<file path="src/rtl/cec_txr_pkg.sv">
package cec_txr_pkg;

  localparam int ADDR_W = 5;
  localparam int RETRY_W = 3;
  localparam int CNT_W = 4;

  localparam logic [ADDR_W-1:0] A_LEN   = 5'h10;
  localparam logic [ADDR_W-1:0] A_RETRY = 5'h11;
  localparam logic [ADDR_W-1:0] A_EN    = 5'h12;
  localparam logic [ADDR_W-1:0] A_IRQ   = 5'h13;
  localparam logic [ADDR_W-1:0] A_ERR   = 5'h14;

  localparam int B_READY = 5;
  localparam int B_ARB   = 4;
  localparam int B_TMO   = 3;
  localparam int B_RETRY_LO = 4;

  typedef enum logic [1:0] {
    S_IDLE,
    S_START,
    S_STREAM,
    S_WAIT
  } seq_state_t;

  function automatic logic [CNT_W-1:0] sat_inc(input logic [CNT_W-1:0] v);
    return (&v) ? v : v + 1'b1;
  endfunction

  function automatic int clamp_len(input logic [7:0] raw, input int max_bytes);
    if (raw == 8'd0) return 1;
    if (int'(raw) > max_bytes) return max_bytes;
    return int'(raw);
  endfunction

  function automatic logic retry_allowed(input logic [RETRY_W:0] used,
                                         input logic [RETRY_W-1:0] lim);
    return used <= {1'b0, lim};
  endfunction

endpackage

</file>
<file path="src/rtl/cec_txr_regs.sv">
module cec_txr_regs
  import cec_txr_pkg::*;
#(
  parameter int MAX_BYTES = 16,
  parameter int DATA_W = 8
) (
  input  logic                   clk,
  input  logic                   rst_n,
  input  logic                   we,
  input  logic [ADDR_W-1:0]      waddr,
  input  logic [7:0]             wdata,
  input  logic [ADDR_W-1:0]      raddr,
  output logic [7:0]             rdata,
  input  logic [$clog2(MAX_BYTES)-1:0] byte_idx,
  output logic [DATA_W-1:0]      byte_out,
  output logic [$clog2(MAX_BYTES+1)-1:0] frame_len,
  output logic [RETRY_W-1:0]     retry_lim,
  output logic                   busy,
  output logic                   go,
  input  logic                   done_ok,
  input  logic                   done_arb,
  input  logic                   done_tmo,
  input  logic                   inc_nack,
  input  logic                   inc_low,
  output logic                   flag_ready,
  output logic                   flag_arb,
  output logic                   flag_tmo
);
  localparam int IDX_W = $clog2(MAX_BYTES);
  localparam int LEN_W = $clog2(MAX_BYTES+1);
  localparam logic [ADDR_W-1:0] FRAME_TOP = ADDR_W'(MAX_BYTES);

  logic [DATA_W-1:0]  frame_q [MAX_BYTES];
  logic [7:0]         len_q;
  logic [RETRY_W-1:0] retry_q;
  logic               en_q;
  logic [CNT_W-1:0]   nack_q, low_q;
  logic               rdy_q, arb_q, tmo_q;

  logic wr_frame, wr_len, wr_retry, wr_irq;
  logic done_any;

  assign wr_frame = we && (waddr < FRAME_TOP);
  assign wr_len   = we && (waddr == A_LEN);
  assign wr_retry = we && (waddr == A_RETRY);
  assign wr_irq   = we && (waddr == A_IRQ);
  assign go       = we && (waddr == A_EN) && wdata[0] && !en_q;
  assign done_any = done_ok || done_arb || done_tmo;

  generate
    for (genvar g = 0; g < MAX_BYTES; g++) begin : g_frame
      always_ff @(posedge clk or negedge rst_n) begin
        if (!rst_n) frame_q[g] <= '0;
        else if (wr_frame && (waddr[IDX_W-1:0] == IDX_W'(g)))
          frame_q[g] <= wdata[DATA_W-1:0];
      end
    end
  endgenerate

  always_ff @(posedge clk or negedge rst_n) begin
    if (!rst_n) begin
      len_q   <= '0;
      retry_q <= '0;
    end else begin
      if (wr_len)   len_q   <= wdata;
      if (wr_retry) retry_q <= wdata[B_RETRY_LO +: RETRY_W];
    end
  end

  always_ff @(posedge clk or negedge rst_n) begin
    if (!rst_n)        en_q <= 1'b0;
    else if (go)       en_q <= 1'b1;
    else if (done_any) en_q <= 1'b0;
  end

  always_ff @(posedge clk or negedge rst_n) begin
    if (!rst_n) begin
      nack_q <= '0;
      low_q  <= '0;
    end else if (go) begin
      nack_q <= '0;
      low_q  <= '0;
    end else begin
      if (inc_nack) nack_q <= sat_inc(nack_q);
      if (inc_low)  low_q  <= sat_inc(low_q);
    end
  end

  always_ff @(posedge clk or negedge rst_n) begin
    if (!rst_n) begin
      rdy_q <= 1'b0;
      arb_q <= 1'b0;
      tmo_q <= 1'b0;
    end else begin
      rdy_q <= done_ok  || (rdy_q && !(wr_irq && wdata[B_READY]));
      arb_q <= done_arb || (arb_q && !(wr_irq && wdata[B_ARB]));
      tmo_q <= done_tmo || (tmo_q && !(wr_irq && wdata[B_TMO]));
    end
  end

  always_comb begin
    rdata = '0;
    if (raddr < FRAME_TOP) rdata = 8'(frame_q[raddr[IDX_W-1:0]]);
    else begin
      unique case (raddr)
        A_LEN:   rdata = len_q;
        A_RETRY: rdata[B_RETRY_LO +: RETRY_W] = retry_q;
        A_EN:    rdata[0] = en_q;
        A_IRQ: begin
          rdata[B_READY] = rdy_q;
          rdata[B_ARB]   = arb_q;
          rdata[B_TMO]   = tmo_q;
        end
        A_ERR:   rdata = {low_q, nack_q};
        default: rdata = '0;
      endcase
    end
  end

  assign byte_out   = frame_q[byte_idx];
  assign frame_len  = LEN_W'(clamp_len(len_q, MAX_BYTES));
  assign retry_lim  = retry_q;
  assign busy       = en_q;
  assign flag_ready = rdy_q;
  assign flag_arb   = arb_q;
  assign flag_tmo   = tmo_q;

  assert_enable_self_clear_R8: assert property (@(posedge clk) disable iff (!rst_n)
    done_any |=> !en_q);
  assert_ready_sets_R6: assert property (@(posedge clk) disable iff (!rst_n)
    done_ok |=> rdy_q);
  assert_set_beats_clear_R10: assert property (@(posedge clk) disable iff (!rst_n)
    (done_tmo && wr_irq && wdata[B_TMO]) |=> tmo_q);
  assert_counts_cleared_R2: assert property (@(posedge clk) disable iff (!rst_n)
    go |=> (nack_q == '0 && low_q == '0));
  assert_nack_monotonic_R4: assert property (@(posedge clk) disable iff (!rst_n)
    !go |=> nack_q >= $past(nack_q));
  assert_busy_start_held_R9: assert property (@(posedge clk) disable iff (!rst_n)
    (en_q && !done_any) |=> en_q);

endmodule

</file>
<file path="src/rtl/cec_txr_seq.sv">
module cec_txr_seq
  import cec_txr_pkg::*;
#(
  parameter int MAX_BYTES = 16,
  parameter int DATA_W = 8
) (
  input  logic                   clk,
  input  logic                   rst_n,
  input  logic                   go,
  input  logic                   busy,
  input  logic [$clog2(MAX_BYTES+1)-1:0] frame_len,
  input  logic [RETRY_W-1:0]     retry_lim,
  input  logic [DATA_W-1:0]      byte_in,
  output logic [$clog2(MAX_BYTES)-1:0] byte_idx,
  output logic                   tx_start,
  output logic [DATA_W-1:0]      tx_byte,
  output logic                   tx_byte_valid,
  output logic                   tx_byte_last,
  input  logic                   tx_byte_ready,
  input  logic                   res_ack,
  input  logic                   res_nack,
  input  logic                   res_arb_lost,
  input  logic                   res_low_drive,
  output logic                   done_ok,
  output logic                   done_arb,
  output logic                   done_tmo,
  output logic                   inc_nack,
  output logic                   inc_low
);
  localparam int IDX_W = $clog2(MAX_BYTES);
  localparam int LEN_W = $clog2(MAX_BYTES+1);
  localparam int ATT_W = RETRY_W + 1;

  seq_state_t       st_q, st_d;
  logic [IDX_W-1:0] idx_q;
  logic [ATT_W-1:0] att_q;
  logic [ATT_W-1:0] att_next;

  logic in_attempt;
  logic take_arb, take_ack, take_low, take_nack;
  logic failed, retry_ok, last_byte, byte_fire;

  assign in_attempt = (st_q == S_STREAM) || (st_q == S_WAIT);
  assign take_arb   = in_attempt && res_arb_lost;
  assign take_ack   = in_attempt && !res_arb_lost && res_ack;
  assign take_low   = in_attempt && !res_arb_lost && !res_ack && res_low_drive;
  assign take_nack  = in_attempt && !res_arb_lost && !res_ack && !res_low_drive && res_nack;
  assign failed     = take_low || take_nack;
  assign att_next   = att_q + 1'b1;
  assign retry_ok   = retry_allowed(att_next, retry_lim);

  assign last_byte  = (LEN_W'(idx_q) == frame_len - LEN_W'(1));
  assign byte_fire  = (st_q == S_STREAM) && tx_byte_ready;

  assign done_ok  = take_ack;
  assign done_arb = take_arb;
  assign done_tmo = failed && !retry_ok;
  assign inc_nack = take_nack;
  assign inc_low  = take_low;

  always_comb begin
    st_d = st_q;
    unique case (st_q)
      S_IDLE:   if (go) st_d = S_START;
      S_START:  st_d = S_STREAM;
      S_STREAM: if (byte_fire && last_byte) st_d = S_WAIT;
      S_WAIT:   st_d = S_WAIT;
      default:  st_d = S_IDLE;
    endcase
    if (take_arb || take_ack) st_d = S_IDLE;
    else if (failed) st_d = retry_ok ? S_START : S_IDLE;
  end

  always_ff @(posedge clk or negedge rst_n) begin
    if (!rst_n) begin
      st_q  <= S_IDLE;
      idx_q <= '0;
      att_q <= '0;
    end else begin
      st_q <= st_d;
      if (st_q == S_IDLE && go) att_q <= '0;
      else if (failed)         att_q <= att_next;
      if (st_q == S_START)                  idx_q <= '0;
      else if (byte_fire && !last_byte)     idx_q <= idx_q + 1'b1;
    end
  end

  assign byte_idx      = idx_q;
  assign tx_start      = (st_q == S_START);
  assign tx_byte_valid = (st_q == S_STREAM);
  assign tx_byte       = byte_in;
  assign tx_byte_last  = tx_byte_valid && last_byte;

  assert_single_outcome_R11: assert property (@(posedge clk) disable iff (!rst_n)
    $onehot0({done_ok, done_arb, done_tmo, inc_nack && !done_tmo, inc_low && !done_tmo}));
  assert_start_needs_enable_R2: assert property (@(posedge clk) disable iff (!rst_n)
    tx_start |-> busy);
  assert_stream_follows_start_R3: assert property (@(posedge clk) disable iff (!rst_n)
    tx_start |=> tx_byte_valid);
  assert_no_retry_after_arb_R7: assert property (@(posedge clk) disable iff (!rst_n)
    done_arb |=> !tx_start);
  assert_retry_bound_R5: assert property (@(posedge clk) disable iff (!rst_n)
    tx_start |-> (att_q <= {1'b0, retry_lim}));

endmodule

</file>
<file path="src/rtl/cec_tx_retry_ctrl.sv">
module cec_tx_retry_ctrl
  import cec_txr_pkg::*;
#(
  parameter int MAX_BYTES = 16,
  parameter int DATA_W = 8
) (
  input  logic              clk,
  input  logic              rst_n,
  input  logic              reg_we,
  input  logic [4:0]        reg_waddr,
  input  logic [7:0]        reg_wdata,
  input  logic [4:0]        reg_raddr,
  output logic [7:0]        reg_rdata,
  output logic              tx_start,
  output logic [DATA_W-1:0] tx_byte,
  output logic              tx_byte_valid,
  output logic              tx_byte_last,
  input  logic              tx_byte_ready,
  input  logic              res_ack,
  input  logic              res_nack,
  input  logic              res_arb_lost,
  input  logic              res_low_drive,
  output logic              irq_ready,
  output logic              irq_arb_lost,
  output logic              irq_retry_timeout
);
  localparam int IDX_W = $clog2(MAX_BYTES);
  localparam int LEN_W = $clog2(MAX_BYTES+1);

  logic [IDX_W-1:0]   byte_idx;
  logic [DATA_W-1:0]  byte_out;
  logic [LEN_W-1:0]   frame_len;
  logic [RETRY_W-1:0] retry_lim;
  logic busy, go;
  logic done_ok, done_arb, done_tmo, inc_nack, inc_low;

  cec_txr_regs #(.MAX_BYTES(MAX_BYTES), .DATA_W(DATA_W)) u_regs (
    .clk(clk), .rst_n(rst_n),
    .we(reg_we), .waddr(reg_waddr), .wdata(reg_wdata),
    .raddr(reg_raddr), .rdata(reg_rdata),
    .byte_idx(byte_idx), .byte_out(byte_out),
    .frame_len(frame_len), .retry_lim(retry_lim),
    .busy(busy), .go(go),
    .done_ok(done_ok), .done_arb(done_arb), .done_tmo(done_tmo),
    .inc_nack(inc_nack), .inc_low(inc_low),
    .flag_ready(irq_ready), .flag_arb(irq_arb_lost), .flag_tmo(irq_retry_timeout)
  );

  cec_txr_seq #(.MAX_BYTES(MAX_BYTES), .DATA_W(DATA_W)) u_seq (
    .clk(clk), .rst_n(rst_n),
    .go(go), .busy(busy),
    .frame_len(frame_len), .retry_lim(retry_lim),
    .byte_in(byte_out), .byte_idx(byte_idx),
    .tx_start(tx_start), .tx_byte(tx_byte),
    .tx_byte_valid(tx_byte_valid), .tx_byte_last(tx_byte_last),
    .tx_byte_ready(tx_byte_ready),
    .res_ack(res_ack), .res_nack(res_nack),
    .res_arb_lost(res_arb_lost), .res_low_drive(res_low_drive),
    .done_ok(done_ok), .done_arb(done_arb), .done_tmo(done_tmo),
    .inc_nack(inc_nack), .inc_low(inc_low)
  );

endmodule

</file>
<file path="config.mk">
export PLATFORM = sky130hd
export DESIGN_NAME = cec_tx_retry_ctrl
export DESIGN_NICKNAME = d
export VERILOG_FILES = /design/src/rtl/cec_txr_pkg.sv /design/src/rtl/cec_txr_regs.sv /design/src/rtl/cec_txr_seq.sv /design/src/rtl/cec_tx_retry_ctrl.sv
export SDC_FILE = /design/constraint.sdc
export NUM_CORES = 1
export LEC_CHECK = 0
export ABC_CLOCK_PERIOD_IN_PS = 2250
export CAP_MARGIN = 20
export CORE_ASPECT_RATIO = 1.5
export CORE_MARGIN = 1.5
export CORE_UTILIZATION = 50
export DETAILED_ROUTE_END_ITERATION = 16
export GPL_ROUTABILITY_DRIVEN = 1
export GPL_TIMING_DRIVEN = 0
export PLACE_DENSITY = 0.71
export SLEW_MARGIN = 20
export SYNTH_ARGS = -nofsm -noshare
export SYNTH_HDL_FRONTEND = slang
export SYNTH_HIERARCHICAL = 1
export SYNTH_SLANG_ARGS = --single-unit
</file>
<file path="constraint.sdc">
create_clock -name clk -period 2.25 [get_ports clk]
set_input_delay 0.45 -clock clk [delete_from_list [all_inputs] [get_ports clk]]
set_output_delay 0.45 -clock clk [all_outputs]
set_load 0.01 [all_outputs]
</file>
==> results.toml <==
[status]
outcome = "finished with violations"
failed_checks = "negative setup slack"

[die]
die-width_um = 114
coreArea_um2 = 17900
ioPinCount = 48
dieHeight_um = 169
die_area_um2 = 19200
num_rows = 60
start_util_pct = 51.1

[timing]
rsz0062_at_grt = "yes"
finalHoldViolations = 0
max_slew_margin_pct = 34.2
skew_ns = 0.0142
finalWorstSetupSlack_ns = -0.718
tightest_slew_ns = 0.982
drv_slew = 0
timing.final.crit_share_pct = 132
max_freq_mhz = 337
finalSetupViolCount = 23
period_minus_slack_ns = 2.97

[clocking]
clock_latency_ns = 0.43
cts_sinks = 161
htree_levels = 4
cts_tree = "yes"
cts_buffers = 17
clock_path_buffers = 2
cts_root_buffer = "clkbuf_16"
path_clk_slew_ns = 0.07
cts_hold_buf = 0

[cells_and_area]
num-fill-cells = 1346
seq_area_um2 = 4030
multiInputGateArea_um2 = 4910
antenna_cells = 0
syn_to_final_growth_pct = 22.5
instances_no_fill = 990
layout.nets = 794
drive_above_1_share_pct = 51.4

[power_and_ir_drop]
power_mw = 11.2
ir_worst_vdd_mv = 0.471
leakage_nw = 4.95
cellPowerDensity_nw_per_um2 = 1000

[global_route]
grt_max_degree = 94
met3_usage_pct = 4.08
grt_use_met2_pct = 50.7
antenna_found_initial = 0
use_met1_pct = 31.4
grtUsageTotal_pct = 27.6
grt_pass1_vias = 6823
top_usage_layer = "met2"
grt_overflow = 0
grt_pass1_wl_um = 39300

[setup_path]
cp.required_ns = 1.80
cp.arrival_ns = 2.52
worst-setup-path-type = "reg -> out"
cp-start-kind = "register"
cp_max_fo = 3
worstSetupEndpointType = "primary output"

[synthesis]
synth-main-ff-cell = "dfrtp_1"
synthesis.nets = 689
synth_area_um2 = 9170
ys_warn_count = 6
ys_ff_latch = 161
synth_cells = 655
synth_edf_count = 0
synth_top_cell_by_area = "dfrtp_1"
seq_area_frac_synth_pct = 44.0
ys_top_cells_by_area = "dfrtp_1 (44%), mux2_2 (17%), mux4_2 (11%)"
yosysTopAreaCellShare_pct = 44.0
syn-mean-instance-area_um2 = 14.0
synth_cell_types = 63
synthArstFlopShare_pct = 100

[route]
drc = 0
vias = 6321
vias_per_cell = 6.38
wl_um = 25500
drtIter0Drc = 486
wl_per_cell_um = 25.7
drtPass1Iterations = 5
antenna_left = 0

[placed_design]
io_buffers = 40
hpwl_um = 17700
post-place-cells = 913
gp_congestion = 0.922

[job]
drv_cap = 0

[min_path]
hold_class = "in -> async"
-- layer usage --
layer	up-vias	routed length [um]
met2	256	14200
met5	-	0
li1	2699	-
met4	0	1030
met3	64	1020
met1	3302	9230
-- worst max-delay path, cell delays in order, from the launching register on --
cell	delay (ns)
dfrtp_2	0.44
nor4_4	0.38
buf_4	0.18
and2_4	0.14
inv_2	0.04
ha_4	0.28
xor2_4	0.18
nand4_4	0.13
nor4_4	0.15
buf_2	0.17
-- cell usage in the layout, fill, tap and decap left out, drive strengths merged, types with 5 or more instances in the layout --
master         count
dfrtp            161
mux2             141
buf              100
mux4              72
clkbuf            33
nand2             31
nor2              24
clkdlybuf4s50     19
mux2i             18
inv               17
nand3             14
o21ai             11
xor2              11
a21oi              9
ha                 8
nor3b              8
nor2b              7
and2               7
a21o               6
and3               6
clkinv             6
nor3               5
o31ai              5
-- power by group --
group / switching (mW) / internal [mW]
registers: 0.579 / 3.50
clock network: 1.29 / 1.56
logic: 1.79 / 2.51
-- cells by family (layout without fill, tap and decap cells) --
kind of cell / Yosys count / in the layout / synth area share, %
muxes: 231 / 231 / 38.1
DFF: 161 / 161 / 44.0
and+or+nand+nor: 125 / 125 / 7.70
buffers and inverters: 62 / 180 / 3.70
AOI/OAI and AO/OA: 56 / 56 / 4.29
xor gates and xnor gates: 12 / 12 / 1.15
adders and majority gates: 8 / 8 / 1.09
-- synth_stat cells (all sizes together), types with 3 or more instances --
master and count:
o311ai 4, and3 6, and2 7, nor3 5, clkbuf 18, nand3 14, o32a 3, nor4 3
nor3b 8, mux2 141, mux2i 18, xor2 11, nor2 24, nand2b 4, or2 3, inv 11
a21oi 9, buf 33, o31ai 5, nand2 31, o22ai 4, a21o 6, mux4 72, ha 8
nor2b 7, dfrtp 161, o21ai 11
-- flip-flops by register name (all words and copies together), names as in the netlist --
name and cells:
u_regs/frame_q 128, u_regs/len_q 8, u_regs/low_q 4, u_regs/nack_q 4
u_seq/att_q 4, u_seq/byte_idx 4, u_regs/retry_lim 3, u_seq/st_q 2
u_regs/busy 1, u_regs/flag_arb 1, u_regs/flag_ready 1, u_regs/flag_tmo 1
-- metrics by stage --
step | worst slack (ns) | area (um^2) | util, % | hold WS, ns | TNS, ns
after global placement | -5.88 | 9800 | 54.6 | 0.493 | -885.32
after CTS | -0.681 | 10900 | 60.8 | 0.0776 | -7.25
after detailed placement | -1.21 | 9830 | 54.8 | 0.501 | -34.05
final | -0.718 | 11200 | 62.6 | 0.0499 | -8.03
after global routing | -0.839 | 11200 | 62.6 | 0.110 | -9.06
after floorplan | -0.220 | 9130 | - | 0.154 | -0.255
-- final cells by class --
| cell class | count | share of cell area, % |
|---|---|---|
| clock inverters | 15 | 1.35 |
| flip-flops and latches | 161 | 35.9 |
| repair buffers | 97 | 8.87 |
| multi-input cells | 432 | 43.7 |
| well taps | 217 | 2.42 |
| clock buffers | 17 | 3.79 |
| plain buffers | 40 | 3.55 |
| inverters | 11 | 0.390 |
-- final timing paths --
path / slack (ns) / start / depth (start not counted) / end
setup / recovery: -0.72 / u_regs/len_q[6]$_DFFE_PN0P_ / 9 / tx_byte_last
hold / removal: 0.05 / rst_n / 1 / u_seq/byte_idx[0]$_DFFE_PN0P_
setup reg to reg: -0.35 / u_regs/len_q[6]$_DFFE_PN0P_ / 11 / u_seq/st_q[0]$_DFFE_PN0P_
hold reg to reg: 0.53 / u_regs/frame_q[0]$_DFFE_PN0P_ / 1 / u_regs/frame_q[0]$_DFFE_PN0P_
max in group asynchronous: 1.38 / rst_n / 2 / u_regs/frame_q[37]$_DFFE_PN0P_
min in group clk: 0.41 / reg_wdata[5] / 3 / u_regs/flag_ready$_DFF_PN0_
-- timing repair --
action,CTS,global route
gates resized for setup,162,26
buffers inserted,32,21
setup endpoints to repair,25,26
cloned,3,0
pin swaps,13,7
endpoints found under the hold margin,0,0
Power figures use the tool's default switching activity.
